===== src/rtl/fcmp_pkg.sv =====
package fcmp_pkg;
  localparam int INSN_W = 16;
  localparam int REG_AW = 4;
  localparam int OP_W   = 64;
  localparam int SGL_W  = 32;
  localparam int SGL_E  = 8;
  localparam int DBL_W  = 64;
  localparam int DBL_E  = 11;
  localparam logic [3:0] MAJOR_OP = 4'hF;
  localparam logic [2:0] MINOR_OP = 3'b010;

  typedef enum logic {CMP_EQ = 1'b0, CMP_GT = 1'b1} cmp_kind_e;

  typedef struct packed {
    logic eq;
    logic gt;
    logic unord;
    logic snan;
  } cmp_res_t;
endpackage


===== src/rtl/fcmp_decode.sv =====
module fcmp_decode
  import fcmp_pkg::*;
(
  input  logic [INSN_W-1:0] insn_i,
  input  logic              pr_i,
  output logic              hit_o,
  output logic              ill_o,
  output cmp_kind_e         kind_o,
  output logic [REG_AW-1:0] rn_o,
  output logic [REG_AW-1:0] rm_o
);
  assign rn_o   = insn_i[11:8];
  assign rm_o   = insn_i[7:4];
  assign hit_o  = (insn_i[15:12] == MAJOR_OP) && (insn_i[3:1] == MINOR_OP);
  assign kind_o = cmp_kind_e'(insn_i[0]);
  // double pairs must be addressed by the even register
  assign ill_o  = hit_o && pr_i && (rn_o[0] || rm_o[0]);
endmodule


===== src/rtl/fcmp_order.sv =====
module fcmp_order
  import fcmp_pkg::*;
#(
  parameter int W  = 32,
  parameter int EW = 8
) (
  input  logic [W-1:0] a_i,   // operand n
  input  logic [W-1:0] b_i,   // operand m
  output cmp_res_t     res_o
);
  localparam int FW = W - 1 - EW;

  logic a_nan, b_nan, a_snan, b_snan, a_zero, b_zero, a_s, b_s;
  logic [W-2:0] a_mag, b_mag;
  logic mag_gt, mag_lt, both_zero, ord_gt;

  assign a_s    = a_i[W-1];
  assign b_s    = b_i[W-1];
  assign a_mag  = a_i[W-2:0];
  assign b_mag  = b_i[W-2:0];
  assign a_nan  = (&a_i[W-2:FW]) && (|a_i[FW-1:0]);
  assign b_nan  = (&b_i[W-2:FW]) && (|b_i[FW-1:0]);
  assign a_snan = a_nan && !a_i[FW-1];
  assign b_snan = b_nan && !b_i[FW-1];
  assign a_zero = (a_mag == '0);
  assign b_zero = (b_mag == '0);
  assign both_zero = a_zero && b_zero;
  assign mag_gt = a_mag > b_mag;
  assign mag_lt = a_mag < b_mag;

  always_comb begin
    if (a_s != b_s) ord_gt = !a_s;
    else if (a_s)   ord_gt = mag_lt;  // both negative: order reversed
    else            ord_gt = mag_gt;
  end

  assign res_o.unord = a_nan || b_nan;
  assign res_o.snan  = a_snan || b_snan;
  assign res_o.eq    = !res_o.unord && (both_zero || (a_i == b_i));
  assign res_o.gt    = !res_o.unord && !both_zero && ord_gt;
endmodule


===== src/rtl/fcmp_unit.sv =====
module fcmp_unit
  import fcmp_pkg::*;
#(
  parameter int PC_W = 32
) (
  input  logic              clk_i,
  input  logic              rst_ni,
  input  logic              valid_i,
  input  logic [INSN_W-1:0] insn_i,
  input  logic              pr_i,
  input  logic              inv_en_i,
  input  logic [PC_W-1:0]   pc_i,
  input  logic [OP_W-1:0]   opn_i,
  input  logic [OP_W-1:0]   opm_i,
  output logic [REG_AW-1:0] rn_o,
  output logic [REG_AW-1:0] rm_o,
  output logic              done_o,
  output logic              ill_o,
  output logic              t_o,
  output logic              cause_inv_o,
  output logic              flag_inv_o,
  output logic              exc_o,
  output logic [PC_W-1:0]   pc_o
);
  localparam int NFMT = 2;

  logic      hit, ill_d, exec, invalid, trap, t_new;
  cmp_kind_e kind;
  cmp_res_t  res_fmt [NFMT];
  cmp_res_t  res;

  fcmp_decode u_dec (
    .insn_i (insn_i),
    .pr_i   (pr_i),
    .hit_o  (hit),
    .ill_o  (ill_d),
    .kind_o (kind),
    .rn_o   (rn_o),
    .rm_o   (rm_o)
  );

  for (genvar f = 0; f < NFMT; f++) begin : g_fmt
    localparam int FW_W = (f == 0) ? SGL_W : DBL_W;
    localparam int FW_E = (f == 0) ? SGL_E : DBL_E;
    fcmp_order #(.W(FW_W), .EW(FW_E)) u_ord (
      .a_i   (opn_i[FW_W-1:0]),
      .b_i   (opm_i[FW_W-1:0]),
      .res_o (res_fmt[f])
    );
  end

  assign res     = pr_i ? res_fmt[1] : res_fmt[0];
  assign exec    = valid_i && hit && !ill_d;
  assign invalid = (kind == CMP_GT) ? res.unord : res.snan;
  assign trap    = invalid && inv_en_i;
  assign t_new   = invalid ? 1'b0 : ((kind == CMP_GT) ? res.gt : res.eq);

  always_ff @(posedge clk_i or negedge rst_ni) begin
    if (!rst_ni) begin
      done_o      <= 1'b0;
      ill_o       <= 1'b0;
      t_o         <= 1'b0;
      cause_inv_o <= 1'b0;
      flag_inv_o  <= 1'b0;
      exc_o       <= 1'b0;
      pc_o        <= '0;
    end else begin
      done_o <= exec;
      ill_o  <= valid_i && ill_d;
      exc_o  <= exec && trap;
      if (exec) begin
        cause_inv_o <= invalid;       // cause rewritten every compare
        if (invalid) flag_inv_o <= 1'b1;
        if (!trap)   t_o <= t_new;
        pc_o <= pc_i + PC_W'(2);
      end
    end
  end
endmodule


===== config.mk =====
export PLATFORM = sky130hd
export DESIGN_NAME = fcmp_unit
export DESIGN_NICKNAME = d
export VERILOG_FILES = /design/src/rtl/fcmp_pkg.sv /design/src/rtl/fcmp_decode.sv /design/src/rtl/fcmp_order.sv /design/src/rtl/fcmp_unit.sv
export SDC_FILE = /design/constraint.sdc
export NUM_CORES = 1
export LEC_CHECK = 0
export ABC_CLOCK_PERIOD_IN_PS = 2210
export BUFFER_PORTS_ARGS = -buffer_cell sky130_fd_sc_hd__buf_2
export CORE_MARGIN = 10
export CORE_UTILIZATION = 30
export DETAILED_ROUTE_END_ITERATION = 16
export PLACE_DENSITY_LB_ADDON = 0.2
export SETUP_SLACK_MARGIN = 0.15
export SYNTH_ARGS = -nofsm -noshare
export SYNTH_HDL_FRONTEND = slang
export SYNTH_SLANG_ARGS = --single-unit

===== constraint.sdc =====
create_clock -name clk_i -period 2.21 [get_ports clk_i]
set_input_delay 0.442 -clock clk_i [delete_from_list [all_inputs] [get_ports clk_i]]
set_output_delay 0.442 -clock clk_i [all_outputs]
set_load 0.1 [all_outputs]

==> impl_metrics.tcl, run 1 <==
set metrics [dict create \
    fillers 1354 \
    drive_above_1_share_pct 44.8 \
    synth_cell_type_count 44 \
    min_path_type "in -> async" \
    synth_xor_area_share_pct 6.48 \
    holdWs_ps 284 \
    async_flop_share_pct 100 \
    cts_tree "yes" \
    synth_edf_count 0 \
    layout.nets 1073 \
    synth_seq_area_share_pct 23.4 \
    maxCapViolCount 0 \
    slew_headroom_pct 41.4 \
    worstPathArrival_ps 2650 \
    gp_congestion 0.959 \
    dp_hpwl_um 14300 \
    cts.sinks 38 \
    regArea_sq_um 951 \
    finalHoldViolCount 0 \
    crit_type "in -> reg" \
    dp_slack_ps -762 \
    crit_path_end_kind "register" \
    syn_nets 767 \
    reg2reg_depth 3 \
    slew_viol_final 0 \
    fin_util_pct 49.8 \
    ant_nets 0 \
    timing.final.crit_share_pct 111 \
    cp.required_ps 2410 \
    yosys_most_used_dff "dfrtp_1" \
    die_w_um 136 \
    grt_pass1_wl_um 25200 \
    r2r_start "t_o$_DFFE_PN0P_" \
    vias 4913 \
    syn2layout_area_growth_pct 62.5 \
    cts_buffers 5 \
    viasPerCell 4.88 \
    multi_input_area_sq_um 3110 \
    dieArea_sq_um 18600 \
    violations "negative setup slack" \
    fin_crit_ps 2460 \
    portBuffers 214 \
    syn_inst 522 \
    drt-initial-drc-count 147 \
    die-height_um 136 \
    ys_seq_elements 38 \
    muxShareOfSynthArea_pct 1.11 \
    htree_levels 2 \
    clockBufferDepth 2 \
    finalSetupTns_ps -255 \
    timing.fmax_ghz 0.407 \
    critPathLaunchType "primary input" \
    power.density_nw_per_um2 436 \
    cts_hold_buffers 0 \
    yosysWarnings 0 \
    r2r_end "t_o$_DFFE_PN0P_" \
    grtUsageTotal_pct 16.5 \
    grt_pass1_vias 5367 \
    avgRoutedWirePerCell_um 16.0 \
    core_area_sq_um 13200 \
    grt_max_degree 39 \
    finalPower_mw 2.87 \
    cts_root_buffer "clkbuf_16" \
    synthAdderAreaFrac_pct 19.7 \
    outcome "finished with violations" \
    critPathCapture "t_o$_DFFE_PN0P_" \
    initial_core_util_pct 30.6 \
    wirelength_um 16100 \
    drc_errors 0 \
    setup_viol_count_final 2 \
    clk_pin_slew_ps 60 \
    clk_latency_ps 270 \
    syn_area_per_cell_sq_um 7.77 \
    firstDrtPassIters 4 \
    antenna_found_initial 2 \
    r2r_slack_ps 1320 \
    worst_ir_drop_vdd_uv 262 \
    synth_top_family_by_area "simple AND/OR/NAND/NOR gates" \
    clock_skew_ps 0 \
    startpoint "opm_i[0]" \
    crit_fanout 2 \
    synthSimpleGateAreaFrac_pct 26.8 \
    setup_ws_ps -245 \
    ios 227 \
    mappedNetlistArea_sq_um 4060 \
    rsz0062_at_grt "yes" \
    overflow 0 \
    num_rows 42 \
    leakagePower_nw 3.48 \
    max_slew.worst_pin.slew_ps 878 \
    synth_compound_area_share_pct 13.9 \
]
-- cell type report --
cell class	count	area share, %
multi-input cells	399	47.2
repair buffers	314	28.7
flip-flops and latches	38	14.4
inverters	70	3.99
well taps	176	3.34
clock buffers	6	2.11
clock inverters	2	0.190
diodes	2	0.0759
-- stage by stage --
stage,std cells,cell area [sq um]
floorplan,522,4100
global placement,984,5970
detailed placement,984,5970
CTS,997,6280
global route,1006,6590
finish,1007,6590
-- synth_stat cells, drive strengths merged (3+ instances only) --
cell type | instances | area share, %
a211oi | 3 | 0.56
a21oi | 51 | 6.3
a221oi | 4 | 1.0
and3 | 7 | 1.1
and4 | 6 | 1.3
buf | 9 | 1.6
clkbuf | 6 | 0.56
dfrtp | 38 | 23
ha | 64 | 20
inv | 70 | 6.5
mux2 | 4 | 1.1
nand2 | 36 | 3.3
nand3 | 21 | 2.6
nand4 | 33 | 5.1
nor2 | 55 | 5.1
nor3 | 10 | 1.2
nor4 | 32 | 5.2
o21ai | 16 | 2.1
o31ai | 3 | 0.56
xnor2 | 7 | 1.5
xor2 | 23 | 5.0
-- sequential cells by signal, summed over array words and instances (netlist names) --
register and count:
pc_o 32, cause_inv_o 1, done_o 1, exc_o 1, flag_inv_o 1, ill_o 1, t_o 1
-- layer usage --
layer  share of wire (%)  GRT usage, %  vias to the layer above
met2                  49          29.5                      151
met5                   0             0                        -
met4                 1.3          3.14                        0
met1                  41          18.6                     2237
li1                    -             -                     2511
met3                 9.0          5.61                       14
-- logic make-up (layout without fill, tap and decap cells) --
group	Yosys count	after routing
flip-flops	38	38
other	0	2
multiplexers	4	4
AO/OA/AOI/OAI	93	93
XOR/XNOR	30	30
buffers and inverters	85	392
AND/OR/NAND/NOR	208	208
adder cells (fa/ha/maj)	64	64
-- cells in the final DEF (no fill, tap or decap), drive strengths merged, types with 21 or more instances in the layout --
cell type	synthesis	routed
nand4	33	33
buf	9	314
xor2	23	23
nor4	32	32
inv	70	70
dfrtp	38	38
a21oi	51	51
ha	64	64
nand3	21	21
nor2	55	55
nand2	36	36
-- worst min path at each step --
stage,from,endpoint,slack [ps],cells past startpoint
after global placement,flag_inv_o$_DFFE_PN0P_,flag_inv_o$_DFFE_PN0P_,440,1
after detailed placement,flag_inv_o$_DFFE_PN0P_,flag_inv_o$_DFFE_PN0P_,440,1
after floorplan,rst_ni,cause_inv_o$_DFFE_PN0P_,150,0
after CTS,rst_ni,pc_o[17]$_DFFE_PN0P_,320,1
final,rst_ni,pc_o[17]$_DFFE_PN0P_,280,1
after global routing,rst_ni,pc_o[17]$_DFFE_PN0P_,360,1
-- timing repair --
item                       in CTS  in global routing
pin swaps                      14                 26
setup endpoints to repair       4                  6
buffers inserted                5                  8
resized for setup              20                 49
-- power by group --
part | leakage (nW) | total, mW | switching [mW] | internal, mW
combinational | 2.89 | 1.37 | 0.908 | 0.461
sequential | 0.516 | 0.787 | 0.0315 | 0.756
clock | 0.0729 | 0.716 | 0.270 | 0.446
-- critical path, cell delays in order --
cell      delay, ps
buf_2           130
nor4_4          290
nand4_1         180
or4_4           560
or4b_4          510
o21ai_2          80
a221oi_2         70
mux2_2          270
a31oi_2         130
Note: power is estimated with default switching activity, not from simulation.
==> inputs of run 2 (changes only) <==
--- a/config.mk
+++ b/config.mk
@@ -5,9 +5,9 @@
 export SDC_FILE = /design/constraint.sdc
 export NUM_CORES = 1
 export LEC_CHECK = 0
-export ABC_CLOCK_PERIOD_IN_PS = 2210
+export ABC_CLOCK_PERIOD_IN_PS = 2100
 export BUFFER_PORTS_ARGS = -buffer_cell sky130_fd_sc_hd__buf_2
-export CORE_MARGIN = 10
+export CORE_MARGIN = 2
 export CORE_UTILIZATION = 30
 export DETAILED_ROUTE_END_ITERATION = 16
 export PLACE_DENSITY_LB_ADDON = 0.2
==> constraint.sdc (replaced) <==
create_clock -name clk_i -period 2.1 [get_ports clk_i]
set_input_delay 0.42 -clock clk_i [delete_from_list [all_inputs] [get_ports clk_i]]
set_output_delay 0.42 -clock clk_i [all_outputs]
set_load 0.1 [all_outputs]
==> impl_metrics.tcl, run 2 (synthesis gave the netlist of run 1 again) <==
set metrics [dict create \
    fillers 1363 \
    grtUsageTotal_pct 19.1 \
    setup_ws_ps -356 \
    vias 4933 \
    placed_area_sq_um 5980 \
    die-height_um 120 \
    dp_hpwl_um 12300 \
    ant_nets 0 \
    crit_path_end_kind "register" \
    worst_ir_drop_vdd_uv 254 \
    initial_core_util_pct 30.6 \
    fin_crit_ps 2460 \
    reg2reg_depth 3 \
    firstDrtPassIters 4 \
    portBuffers 214 \
    violations "negative setup slack" \
    min_path_type "in -> async" \
    finalPower_mw 3.02 \
    antenna_found_initial 2 \
    htree_levels 2 \
    grt_max_degree 44 \
    outcome "finished with violations" \
    largest_reg_flops 32 \
    num_rows 42 \
    r2r_slack_ps 1190 \
    layout.nets 1067 \
    ios 227 \
    avgRoutedWirePerCell_um 14.3 \
    drt-initial-drc-count 168 \
    largest_register "pc_o" \
    clk_latency_ps 270 \
    r2r_start "t_o$_DFFE_PN0P_" \
    wirelength_um 14300 \
    grt_pass1_wl_um 22900 \
    finalHoldViolCount 0 \
    finalInstanceArea_sq_um 6560 \
    dr_wl_met3_um 1010 \
    mostFrequentLayoutCell "buf_2" \
    timing.fmax_ghz 0.407 \
    dp_cells 983 \
    final_cell_count_no_fill 1000 \
    clockBufferDepth 2 \
    crit_fanout 2 \
    setup_viol_count_final 4 \
    cts_root_buffer "clkbuf_16" \
    cts_tree "yes" \
    drive_above_1_share_pct 45.4 \
    met2_length_um 7120 \
    top_layer "met4" \
    power.density_nw_per_um2 460 \
    max_slew.worst_pin.slew_ps 527 \
    cp.required_ps 2300 \
    die_w_um 120 \
    grt_pass1_vias 5029 \
    gp_congestion 0.924 \
    overflow 0 \
    slew_headroom_pct 65.1 \
    timing.final.crit_share_pct 117 \
    crit_type "in -> reg" \
    met1Wirelength_um 5950 \
    layout_common_cells "buf_2, buf_4, inv_1" \
    drc_errors 0 \
    clock_skew_ps 0 \
    cts.sinks 38 \
    cts_buffers 5 \
    syn2layout_area_growth_pct 61.8 \
    rsz0062_at_grt "yes" \
    core_area_sq_um 13200 \
    r2r_end "t_o$_DFFE_PN0P_" \
    worstPathArrival_ps 2650 \
    slew_viol_final 0 \
    leakagePower_nw 3.40 \
    viasPerCell 4.93 \
    clk_pin_slew_ps 60 \
    maxCapViolCount 0 \
    critPathLaunchType "primary input" \
    dieArea_sq_um 14500 \
]
run 2: cell type report:
| type | instances | area [sq um] | share of cell area (%) |
|---|---|---|---|
| multi-input combinational | 399 | 3160 | 48.2 |
| tap | 176 | 220 | 3.36 |
| inverter | 70 | 263 | 4.00 |
| antenna | 1 | 2.50 | 0.0381 |
| sequential | 38 | 951 | 14.5 |
| clock inverter | 2 | 12.5 | 0.191 |
| clock buffer | 6 | 139 | 2.12 |
| timing repair buffer | 308 | 1810 | 27.6 |
run 2: routing by layer:
| metal | track usage (%) | vias to the layer above |
|---|---|---|
| met4 | 3.56 | 0 |
| met3 | 3.58 | 14 |
| met2 | 36.0 | 174 |
| met5 | 0 | - |
| li1 | - | 2486 |
| met1 | 22.7 | 2259 |
run 2: metrics by stage:
| stage | setup slack, ps | hold slack (ps) | utilization, % | setup TNS [ps] |
|---|---|---|---|---|
| detailed placement | -771 | 443 | 45.1 | -1860 |
| finish | -356 | 201 | 49.5 | -442 |
| global placement | -786 | 441 | 45.1 | -1770 |
| CTS | -344 | 224 | 47.5 | -360 |
| floorplan | -374 | 124 | - | -374 |
| global route | -472 | 252 | 49.5 | -930 |
run 2: critical path, stage by stage:
cell,delay [ps]
buf_2,120
nor4_4,320
nand4_1,170
or4_4,550
or4b_4,510
o21ai_2,80
a221oi_2,80
mux2_2,270
a31oi_2,130
run 2: worst max path at each step:
stage	from	endpoint	depth (start not counted)
after floorplan	opn_i[5]	t_o$_DFFE_PN0P_	8
after global placement	opn_i[24]	t_o$_DFFE_PN0P_	9
after detailed placement	opn_i[24]	t_o$_DFFE_PN0P_	9
after CTS	opm_i[25]	t_o$_DFFE_PN0P_	9
after global routing	opm_i[29]	t_o$_DFFE_PN0P_	11
final	opn_i[5]	t_o$_DFFE_PN0P_	9
run 2: timing repair:
| item | in CTS | in global routing |
|---|---|---|
| hold buffers | 0 | 0 |
| endpoints found under the setup margin | 4 | 7 |
| buffers inserted | 4 | 4 |
| pin swaps | 14 | 23 |
| resized for setup | 24 | 30 |
run 2: power breakdown:
part / switching (mW) / internal [mW]
logic: 0.950 / 0.485
clock network: 0.286 / 0.470
registers: 0.0299 / 0.795
total: 1.27 / 1.75
